`src/rtl/deskew_pkg.sv`:
```
package deskew_pkg;

  // Strobes from the release controller to the lane datapath.
  typedef struct packed {
    logic releaseHit;  // release taken this cycle
    logic popEn;       // lanes drain one word per clock
  } relStrobe_t;

endpackage

```
`src/rtl/deskew_lane_fifo.sv`:
```
module deskew_lane_fifo #(
  parameter int DATA_W = 8,
  parameter int DEPTH  = 16   // power of two
) (
  input  logic              clk,
  input  logic              rst_n,
  input  logic              laneOn,
  input  logic              inValid,
  input  logic              inSomf,
  input  logic [DATA_W-1:0] inData,
  input  logic              popEn,
  output logic [DATA_W-1:0] headData,
  output logic              arrived,
  output logic              overflowPulse
);
  localparam int AW = $clog2(DEPTH);

  logic [DATA_W-1:0] mem [DEPTH];
  logic [AW:0] wrPtr, rdPtr, fillLevel;
  logic isEmpty, isFull, acceptWr, doWr, doRd;

  assign fillLevel = wrPtr - rdPtr;
  assign isEmpty   = (fillLevel == '0);
  assign isFull    = (fillLevel == (AW+1)'(DEPTH));

  // Words before the first multiframe start are discarded.
  assign acceptWr = laneOn && inValid && (arrived || inSomf);
  assign doRd     = popEn && laneOn && !isEmpty;
  assign doWr     = acceptWr && (!isFull || doRd);
  assign overflowPulse = acceptWr && isFull && !doRd;

  always_ff @(posedge clk) begin
    if (doWr) mem[wrPtr[AW-1:0]] <= inData;
  end

  always_ff @(posedge clk or negedge rst_n) begin
    if (!rst_n) begin
      wrPtr   <= '0;
      rdPtr   <= '0;
      arrived <= 1'b0;
    end else begin
      if (doWr) wrPtr <= wrPtr + 1'b1;
      if (doRd) rdPtr <= rdPtr + 1'b1;
      if (doWr && inSomf) arrived <= 1'b1;
    end
  end

  assign headData = mem[rdPtr[AW-1:0]];

  // a lane only becomes arrived through a valid start word.
  assert_arrive_on_somf_R4: assert property (@(posedge clk) disable iff (!rst_n)
    $rose(arrived) |-> $past(inValid && inSomf && laneOn));

  // arrival is held until reset.
  assert_arrived_held_R2: assert property (@(posedge clk) disable iff (!rst_n)
    arrived |=> arrived);

  // input rule - a released lane never runs dry.
  assert_no_underrun_R5: assert property (@(posedge clk) disable iff (!rst_n)
    (popEn && laneOn) |-> !isEmpty);
endmodule

```
`src/rtl/deskew_datapath.sv`:
```
module deskew_datapath
  import deskew_pkg::*;
#(
  parameter int LANES  = 4,
  parameter int DATA_W = 8,
  parameter int DEPTH  = 16
) (
  input  logic                    clk,
  input  logic                    rst_n,
  input  logic [LANES*DATA_W-1:0] laneData,
  input  logic [LANES-1:0]        laneValid,
  input  logic [LANES-1:0]        laneSomf,
  input  logic [LANES-1:0]        laneEnable,
  input  relStrobe_t              strobes,
  output logic [LANES-1:0]        laneArrived,
  output logic [LANES*DATA_W-1:0] alignedData,
  output logic                    alignedValid,
  output logic                    overflowErr
);
  logic [LANES-1:0] ovfVec;

  for (genvar k = 0; k < LANES; k++) begin : g_lane
    logic [DATA_W-1:0] headWord;
    logic [DATA_W-1:0] outReg;

    deskew_lane_fifo #(.DATA_W(DATA_W), .DEPTH(DEPTH)) u_fifo (
      .clk          (clk),
      .rst_n        (rst_n),
      .laneOn       (laneEnable[k]),
      .inValid      (laneValid[k]),
      .inSomf       (laneSomf[k]),
      .inData       (laneData[k*DATA_W +: DATA_W]),
      .popEn        (strobes.popEn),
      .headData     (headWord),
      .arrived      (laneArrived[k]),
      .overflowPulse(ovfVec[k])
    );

    always_ff @(posedge clk or negedge rst_n) begin
      if (!rst_n)
        outReg <= '0;
      else if (strobes.popEn)
        outReg <= laneEnable[k] ? headWord : '0;
    end

    assign alignedData[k*DATA_W +: DATA_W] = outReg;
  end

  always_ff @(posedge clk or negedge rst_n) begin
    if (!rst_n) begin
      alignedValid <= 1'b0;
      overflowErr  <= 1'b0;
    end else begin
      if (strobes.popEn) alignedValid <= 1'b1;
      if (|ovfVec)       overflowErr  <= 1'b1;
    end
  end

  // every enabled lane has arrived when the release is taken.
  assert_hit_all_arrived_R2: assert property (@(posedge clk) disable iff (!rst_n)
    strobes.releaseHit |-> &(laneArrived | ~laneEnable));

  // the overflow flag is sticky.
  assert_ovf_sticky_R7: assert property (@(posedge clk) disable iff (!rst_n)
    overflowErr |=> overflowErr);

  // aligned output stays valid once started.
  assert_valid_lockstep_R5: assert property (@(posedge clk) disable iff (!rst_n)
    alignedValid |=> alignedValid);
endmodule

```
`src/rtl/deskew_release_ctrl.sv`:
```
module deskew_release_ctrl
  import deskew_pkg::*;
#(
  parameter int LANES    = 4,
  parameter int OFFSET_W = 3
) (
  input  logic                clk,
  input  logic                rst_n,
  input  logic                lmfcPulse,
  input  logic [OFFSET_W-1:0] relOffset,
  input  logic [LANES-1:0]    laneEnable,
  input  logic [LANES-1:0]    laneArrived,
  output relStrobe_t          strobes
);
  // One spare bit so the idle phase can never equal an offset.
  localparam int PW = OFFSET_W + 1;
  localparam logic [PW-1:0] PH_IDLE = '1;

  logic [PW-1:0] phaseReg, phaseNow;
  logic released, allIn, hit;

  assign phaseNow = lmfcPulse ? '0 : phaseReg;

  always_ff @(posedge clk or negedge rst_n) begin
    if (!rst_n)
      phaseReg <= PH_IDLE;
    else if (lmfcPulse)
      phaseReg <= PW'(1);
    else if (phaseReg != PH_IDLE)
      phaseReg <= phaseReg + 1'b1;
  end

  assign allIn = (&(laneArrived | ~laneEnable)) && (|laneEnable);
  assign hit   = !released && allIn && (phaseNow == {1'b0, relOffset});

  always_ff @(posedge clk or negedge rst_n) begin
    if (!rst_n)   released <= 1'b0;
    else if (hit) released <= 1'b1;
  end

  assign strobes.releaseHit = hit;
  assign strobes.popEn      = released;

  // a zero offset releases on the boundary cycle itself.
  assert_offset_zero_on_edge_R3: assert property (@(posedge clk) disable iff (!rst_n)
    (hit && relOffset == '0) |-> lmfcPulse);

  // an offset of one releases the cycle after a boundary.
  assert_offset_one_after_edge_R1: assert property (@(posedge clk) disable iff (!rst_n)
    (hit && relOffset == OFFSET_W'(1)) |-> $past(lmfcPulse));

  // a release is taken only once per reset.
  assert_release_once_R1: assert property (@(posedge clk) disable iff (!rst_n)
    released |=> (released && !hit));
endmodule

```
`src/rtl/deskew_release_top.sv`:
```
module deskew_release_top
  import deskew_pkg::*;
#(
  parameter int LANES      = 4,
  parameter int DATA_W     = 8,
  parameter int MF_WORDS   = 8,
  parameter int FIFO_DEPTH = 2 * MF_WORDS,
  parameter int OFFSET_W   = $clog2(MF_WORDS)
) (
  input  logic                    clk,
  input  logic                    rst_n,
  input  logic [LANES*DATA_W-1:0] laneData,
  input  logic [LANES-1:0]        laneValid,
  input  logic [LANES-1:0]        laneSomf,
  input  logic                    lmfcPulse,
  input  logic [OFFSET_W-1:0]     relOffset,
  input  logic [LANES-1:0]        laneEnable,
  output logic [LANES*DATA_W-1:0] alignedData,
  output logic                    alignedValid,
  output logic                    overflowErr
);
  relStrobe_t       strobes;
  logic [LANES-1:0] laneArrived;

  deskew_release_ctrl #(.LANES(LANES), .OFFSET_W(OFFSET_W)) u_ctrl (
    .clk        (clk),
    .rst_n      (rst_n),
    .lmfcPulse  (lmfcPulse),
    .relOffset  (relOffset),
    .laneEnable (laneEnable),
    .laneArrived(laneArrived),
    .strobes    (strobes)
  );

  deskew_datapath #(.LANES(LANES), .DATA_W(DATA_W), .DEPTH(FIFO_DEPTH)) u_dp (
    .clk         (clk),
    .rst_n       (rst_n),
    .laneData    (laneData),
    .laneValid   (laneValid),
    .laneSomf    (laneSomf),
    .laneEnable  (laneEnable),
    .strobes     (strobes),
    .laneArrived (laneArrived),
    .alignedData (alignedData),
    .alignedValid(alignedValid),
    .overflowErr (overflowErr)
  );
endmodule

```
`config.mk`:
```
export PLATFORM = sky130hd
export DESIGN_NAME = deskew_release_top
export DESIGN_NICKNAME = d
export VERILOG_FILES = /design/src/rtl/deskew_pkg.sv /design/src/rtl/deskew_lane_fifo.sv /design/src/rtl/deskew_datapath.sv /design/src/rtl/deskew_release_ctrl.sv /design/src/rtl/deskew_release_top.sv
export SDC_FILE = /design/constraint.sdc
export NUM_CORES = 1
export LEC_CHECK = 0
export BUFFER_PORTS_ARGS = -buffer_cell sky130_fd_sc_hd__buf_2
export CORE_MARGIN = 3
export CORE_UTILIZATION = 45
export DETAILED_ROUTE_END_ITERATION = 6
export HOLD_SLACK_MARGIN = 0.12
export PLACE_DENSITY = 0.64
export SLEW_MARGIN = 15
export SYNTH_ARGS = -nofsm -noshare
export SYNTH_HDL_FRONTEND = slang
export SYNTH_HIERARCHICAL = 1
export SYNTH_SLANG_ARGS = --single-unit
```
`constraint.sdc`:
```
create_clock -name clk -period 3.55 [get_ports clk]
set_input_delay 0.71 -clock clk [delete_from_list [all_inputs] [get_ports clk]]
set_output_delay 0.71 -clock clk [all_outputs]
set_load 0.01 [all_outputs]
```
==> reports/metrics.yaml, run 1 <==
status: "completed"
syn-num-nets: 1511
hp-class: "in -> async"
power.density_nw_per_um2: 802
worst_slew_pin_slew_ps: 1100
die_x_um: 240
cts_sinks: 595
port_buffers: 83
coreArea_um2: 54000
syn_area_um2: 24700
wl_per_cell_um: 24.2
totalNegativeSetupSlack_ps: 0
p_leak_nw: 9.79
maxCapViolCount: 0
fin_util_pct: 51.4
crit_type: "reg -> reg"
ys_warn_count: 6
dp_cells: 2154
rr_worst_depth: 8
vias: 12913
cts-root-buf: "clkbuf_16"
place_congestion: 0.884
holdWs_ps: 267
finalMaxSlewViolations: 0
post_cts.repair.setup_buffers: 0
cts_buffers: 59
drive_above_1_share_pct: 25.9
first_pass_iters: 5
r2r_slack_ps: 440
io_pins: 84
vdd_drop_max_uv: 486
rr_startpoint: "u_dp/g_lane[2].u_fifo/rdPtr[3]"
hold_viol: 0
fin_skew_ps: 21.5
clk_path_buf_depth: 3
die_h_um: 240
avgSynthCellArea_um2: 17.3
hpwl_um: 36500
cp-start-kind: "flip-flop"
clock.fmax_mhz: 322
area_delta_synth_final_pct: 12.4
finalCriticalPeriod_ps: 3110
routed_wl_um: 54900
cts_max_level: 2
holdBufCountCts: 0
initial_core_util_pct: 45.7
postCtsResizedCells: 0
antenna_left: 0
rsz0062_at_grt: "no"
post-route-period-util_pct: 87.5
grt_pass1_wl_um: 83500
fp.dieArea_um2: 57700
worstPathRequired_ps: 3760
critPathMaxFanout: 11
cts_tree: "yes"
cp-end-kind: "flip-flop"
grt_overflow_total: 0
antenna_found_initial: 3
maxSlewHeadroom_pct: 26.1
instances_no_fill: 2268
clk_pin_slew_ps: 60
routed_via_density: 5.69
rows: 85
grt_max_degree: 65
syn_inst: 1424
drc: 0
crit_arrival_ps: 3320
finalSetupViolations: 0
grtUsageTotal_pct: 19.4
reg2reg_to: "u_dp/g_lane[2].u_fifo/mem[3][7]"
drt_iter0_markers: 1137
grt_pass1_vias: 13338
clk_latency_ps: 610
finalNetCount: 1606
-- layer usage --
layer / track usage [%] / routed length, µm / vias up
li1: - / - / 5724
met1: 27.9 / 23600 / 6664
met2: 30.4 / 26200 / 445
met3: 3.92 / 3950 / 80
met4: 5.46 / 1200 / 0
met5: 0 / 0 / -
-- stage by stage --
step	cell area [µm²]	total power, mW	setup slack, ps
global route	27800	23.4	170
finish	27800	22.3	444
CTS	27700	22.5	372
floorplan	24700	14.1	266
detailed placement	25700	16.0	364
global placement	25700	15.9	442
-- placed cells by master, fill, tap and decap left out, types with 26 or more instances in the layout --
| master | instances |
|---|---|
| edfxtp_1 | 512 |
| nand3_1 | 42 |
| and3_1 | 60 |
| buf_2 | 82 |
| inv_1 | 55 |
| dfrtp_1 | 74 |
| mux4_2 | 128 |
| nand2_1 | 151 |
| ha_1 | 37 |
| o21ai_0 | 26 |
| a31oi_1 | 33 |
| xnor2_1 | 28 |
| clkbuf_16 | 61 |
-- layout make-up --
cell class	instances	area [µm²]
inverter	65	244
timing repair buffer	98	531
clock buffer	82	1690
antenna	3	7.51
tap	696	871
fill	4360	26300
sequential	595	17500
multi-input combinational	700	6600
clock inverter	29	359
-- critical path, stage by stage (launching register included) --
cell,delay [ps]
dfrtp_1,550
inv_1,200
ha_1,360
a21oi_1,170
inv_1,70
o21ai_1,180
and2_4,200
o21ai_1,120
nor3_1,860
-- report_power, final --
| part | switching, mW | total (mW) | leakage, nW | internal (mW) |
|---|---|---|---|---|
| Clock | 2.60 | 6.44 | 0.997 | 3.84 |
| Combinational | 3.96 | 6.94 | 3.18 | 2.98 |
| Sequential | 0.568 | 8.88 | 5.61 | 8.32 |
| Total | 7.13 | 22.3 | 9.79 | 15.1 |
-- how the worst max path moves through the flow --
stage / start / to / cells past startpoint
after CTS: u_dp/g_lane[3].u_fifo/rdPtr[3] / u_dp/g_lane[3].u_fifo/mem[3][3] / 8
after floorplan: u_dp/g_lane[0].u_fifo/rdPtr[2] / u_dp/g_lane[0].u_fifo/mem[10][0] / 11
after detailed placement: u_dp/g_lane[3].u_fifo/rdPtr[3] / u_dp/g_lane[3].u_fifo/mem[3][1] / 8
after global placement: u_dp/g_lane[3].u_fifo/rdPtr[3] / u_dp/g_lane[3].u_fifo/mem[3][3] / 8
final: u_dp/g_lane[2].u_fifo/rdPtr[3] / u_dp/g_lane[2].u_fifo/mem[3][7] / 8
after global routing: u_dp/g_lane[2].u_fifo/rdPtr[3] / u_dp/g_lane[2].u_fifo/mem[3][7] / 8
-- state kept, by name, summed over array words and instances (netlist names) --
| name | count |
|---|---|
| u_dp/alignedValid | 1 |
| u_ctrl/phaseReg | 4 |
| u_dp/g_lane.u_fifo/wrPtr | 20 |
| u_dp/overflowErr | 1 |
| u_ctrl/released | 1 |
| u_dp/g_lane.u_fifo/mem | 512 |
| u_dp/g_lane.outReg | 32 |
| u_dp/g_lane.u_fifo/rdPtr | 20 |
| u_dp/g_lane.u_fifo/arrived | 4 |
Note: power is estimated with default switching activity, not from simulation.
==> run 2: changes to the inputs <==
Settings changed: PLACE_DENSITY 0.64 to 0.66.
Clock period 3.55 ns to 2.6 ns, I/O delays scaled along.
==> reports/metrics.yaml, run 2 (synthesized netlist as in run 1, its figures left out) <==
worstPathRequired_ps: 2930  # -830 ps
grt_pass1_vias: 13319  # -0.14%
rr_worst_depth: 9  # +1
fin_skew_ps: 12.6  # -8.91 ps
finalCriticalPeriod_ps: 2530  # -579 ps
hold_viol: 0  # unchanged
power.density_nw_per_um2: 1100  # +37%
hp-start: "relOffset[2]"
vias: 13027  # +0.88%
place_ws_ps: -48.7  # -413 ps
largest_reg_flops: 512  # unchanged
slowest_delay_ps: 530  # -330 ps
crit_arrival_ps: 2860  # -460 ps
area_delta_synth_final_pct: 15.1
finalSetupViolations: 0  # unchanged
fin_area_um2: 28400  # +2.4%
clk_latency_ps: 600  # about the same
r2r_slack_ps: 70  # -370 ps
cp-end-kind: "flip-flop"
hold_end: "u_ctrl/released"
drive_above_1_share_pct: 30.7  # +4.8 points
routed_via_density: 5.59  # -1.8%
io_pins: 84  # unchanged
met3_length_um: 2630  # -33%
cts_tree: "yes"
place_congestion: 0.787  # -11%
critPathMaxFanout: 13  # +2
die_x_um: 240  # unchanged
hold_depth: 3
status: "completed"
fin_util_pct: 52.6  # +1.2 points
num-fill-cells: 4326  # -0.78%
finalNetCount: 1670  # +4.0%
grtUsageTotal_pct: 18.3  # -1.1 points
routed_wl_um: 52100  # -5.2%
setup_slack_ps: 73.2  # -371 ps
drt-met1-wl_um: 23000  # -2.8%
fp.dieArea_um2: 57700  # unchanged
wl_per_cell_um: 22.3  # -7.8%
layout_commonest_cell: "edfxtp_1"
rr_startpoint: "u_dp/g_lane[1].u_fifo/rdPtr[1]"
vdd_drop_max_uv: 632  # +30%
post-route-period-util_pct: 97.2  # +9.7 points
drt_iter0_markers: 974  # -14%
clk_path_buf_depth: 3  # unchanged
drc: 0  # unchanged
cts_sinks: 595  # unchanged
holdWs_ps: 226  # -40.4 ps
placed_area_um2: 26300  # +2.4%
hpwl_um: 33100  # -9.2%
critPathSlowestCell: "or4_1"
antenna_left: 0  # unchanged
port_buffers: 83  # unchanged
dr_wl_met2_um: 25500  # -2.4%
die_h_um: 240  # unchanged
hp-class: "in -> reg"
antenna_found_initial: 5  # +2
p_leak_nw: 10.1  # +2.8%
cts_max_level: 2  # unchanged
top_layer_used: "met5"
rsz0062_at_grt: "no"
reg2reg_to: "u_dp/g_lane[1].u_fifo/mem[9][1]"
coreArea_um2: 54000  # unchanged
grt_pass1_wl_um: 79500  # -4.7%
clock.fmax_mhz: 396  # +23%
startpoint: "u_dp/g_lane[1].u_fifo/rdPtr[1]"
maxSlewHeadroom_pct: 45.9  # +20 points
finalMaxSlewViolations: 0  # unchanged
critical_path.cell_chain: "clkinv_8 -> ha_4 -> nor2b_4 -> or4_1 -> a21oi_2 -> and2_4 -> a21boi_4 -> buf_12 -> and3_2"
grt_max_degree: 47  # -28%
crit_type: "reg -> reg"
cts_buffers: 60  # +1.7%
clk_pin_slew_ps: 60  # about the same
cts-root-buf: "clkbuf_16"
grt_overflow_total: 0  # unchanged
maxCapViolCount: 0  # unchanged
rows: 85  # unchanged
first_pass_iters: 5  # unchanged
initial_core_util_pct: 45.7  # unchanged
finalPower_mw: 31.2  # +40%
cp-start-kind: "flip-flop"
final_cell_mix: "edfxtp_1 (512), nand2_1 (151), mux4_2 (128)"
worst_slew_pin_slew_ps: 810  # -290 ps
run 2: metal layers:
layer | up-vias | global-route usage [%]
met5 | - | 0
met4 | 4 | 4.32
met3 | 78 | 3.50
met2 | 309 | 30.1
met1 | 6798 | 25.6
li1 | 5838 | -
run 2: worst max-delay path by stage:
stage | to | slack, ps
after floorplan | u_dp/g_lane[2].u_fifo/mem[4][0] | 9
after global placement | u_dp/g_lane[0].u_fifo/mem[11][7] | 20
after detailed placement | u_dp/g_lane[1].u_fifo/mem[7][5] | -50
after CTS | u_dp/g_lane[0].u_fifo/mem[13][2] | 20
after global routing | u_dp/g_lane[1].u_fifo/mem[9][1] | 3
final | u_dp/g_lane[1].u_fifo/mem[9][1] | 70
run 2: critical path, delay by kind of cell (launching register included):
family	cells	cell delay, ps
adders and majority gates	1	210
DFF	1	420
AOI/OAI and AO/OA	2	240
buffers and inverters	2	200
and+or+nand+nor	4	1180
run 2: repair_timing:
| action | 4_1_cts | 5_1_grt |
|---|---|---|
| endpoints found under the hold margin | 40 | 0 |
| pin swaps | 0 | 2 |
| setup buffers | 0 | 1 |
| gates resized for setup | 7 | 19 |
| endpoints found under the setup margin | 56 | 192 |
| gates cloned | 0 | 0 |
| hold buffers | 2 | 0 |
run 2: cell type report:
type	count	area, µm²	area share (%)
repair buffers	161	1030	3.63
diodes	3	7.51	0.0264
multi-input cells	700	6770	23.8
inverters	65	282	0.990
flip-flops and latches	595	17500	61.4
well taps	696	871	3.06
clock inverters	33	370	1.30
clock buffers	78	1640	5.77
run 2: per-stage QoR:
step	TNS, ps	instances
after floorplan	0	1424
after global placement	0	2214
after detailed placement	-794	2214
after CTS	0	2327
after global routing	0	2329
final	0	2331
run 2: power breakdown:
part	leakage [nW]	switching, mW	total [mW]	internal (mW)
sequential	5.61	0.488	11.8	11.4
combinational	3.48	5.94	10.7	4.71
clock	0.969	3.52	8.73	5.22
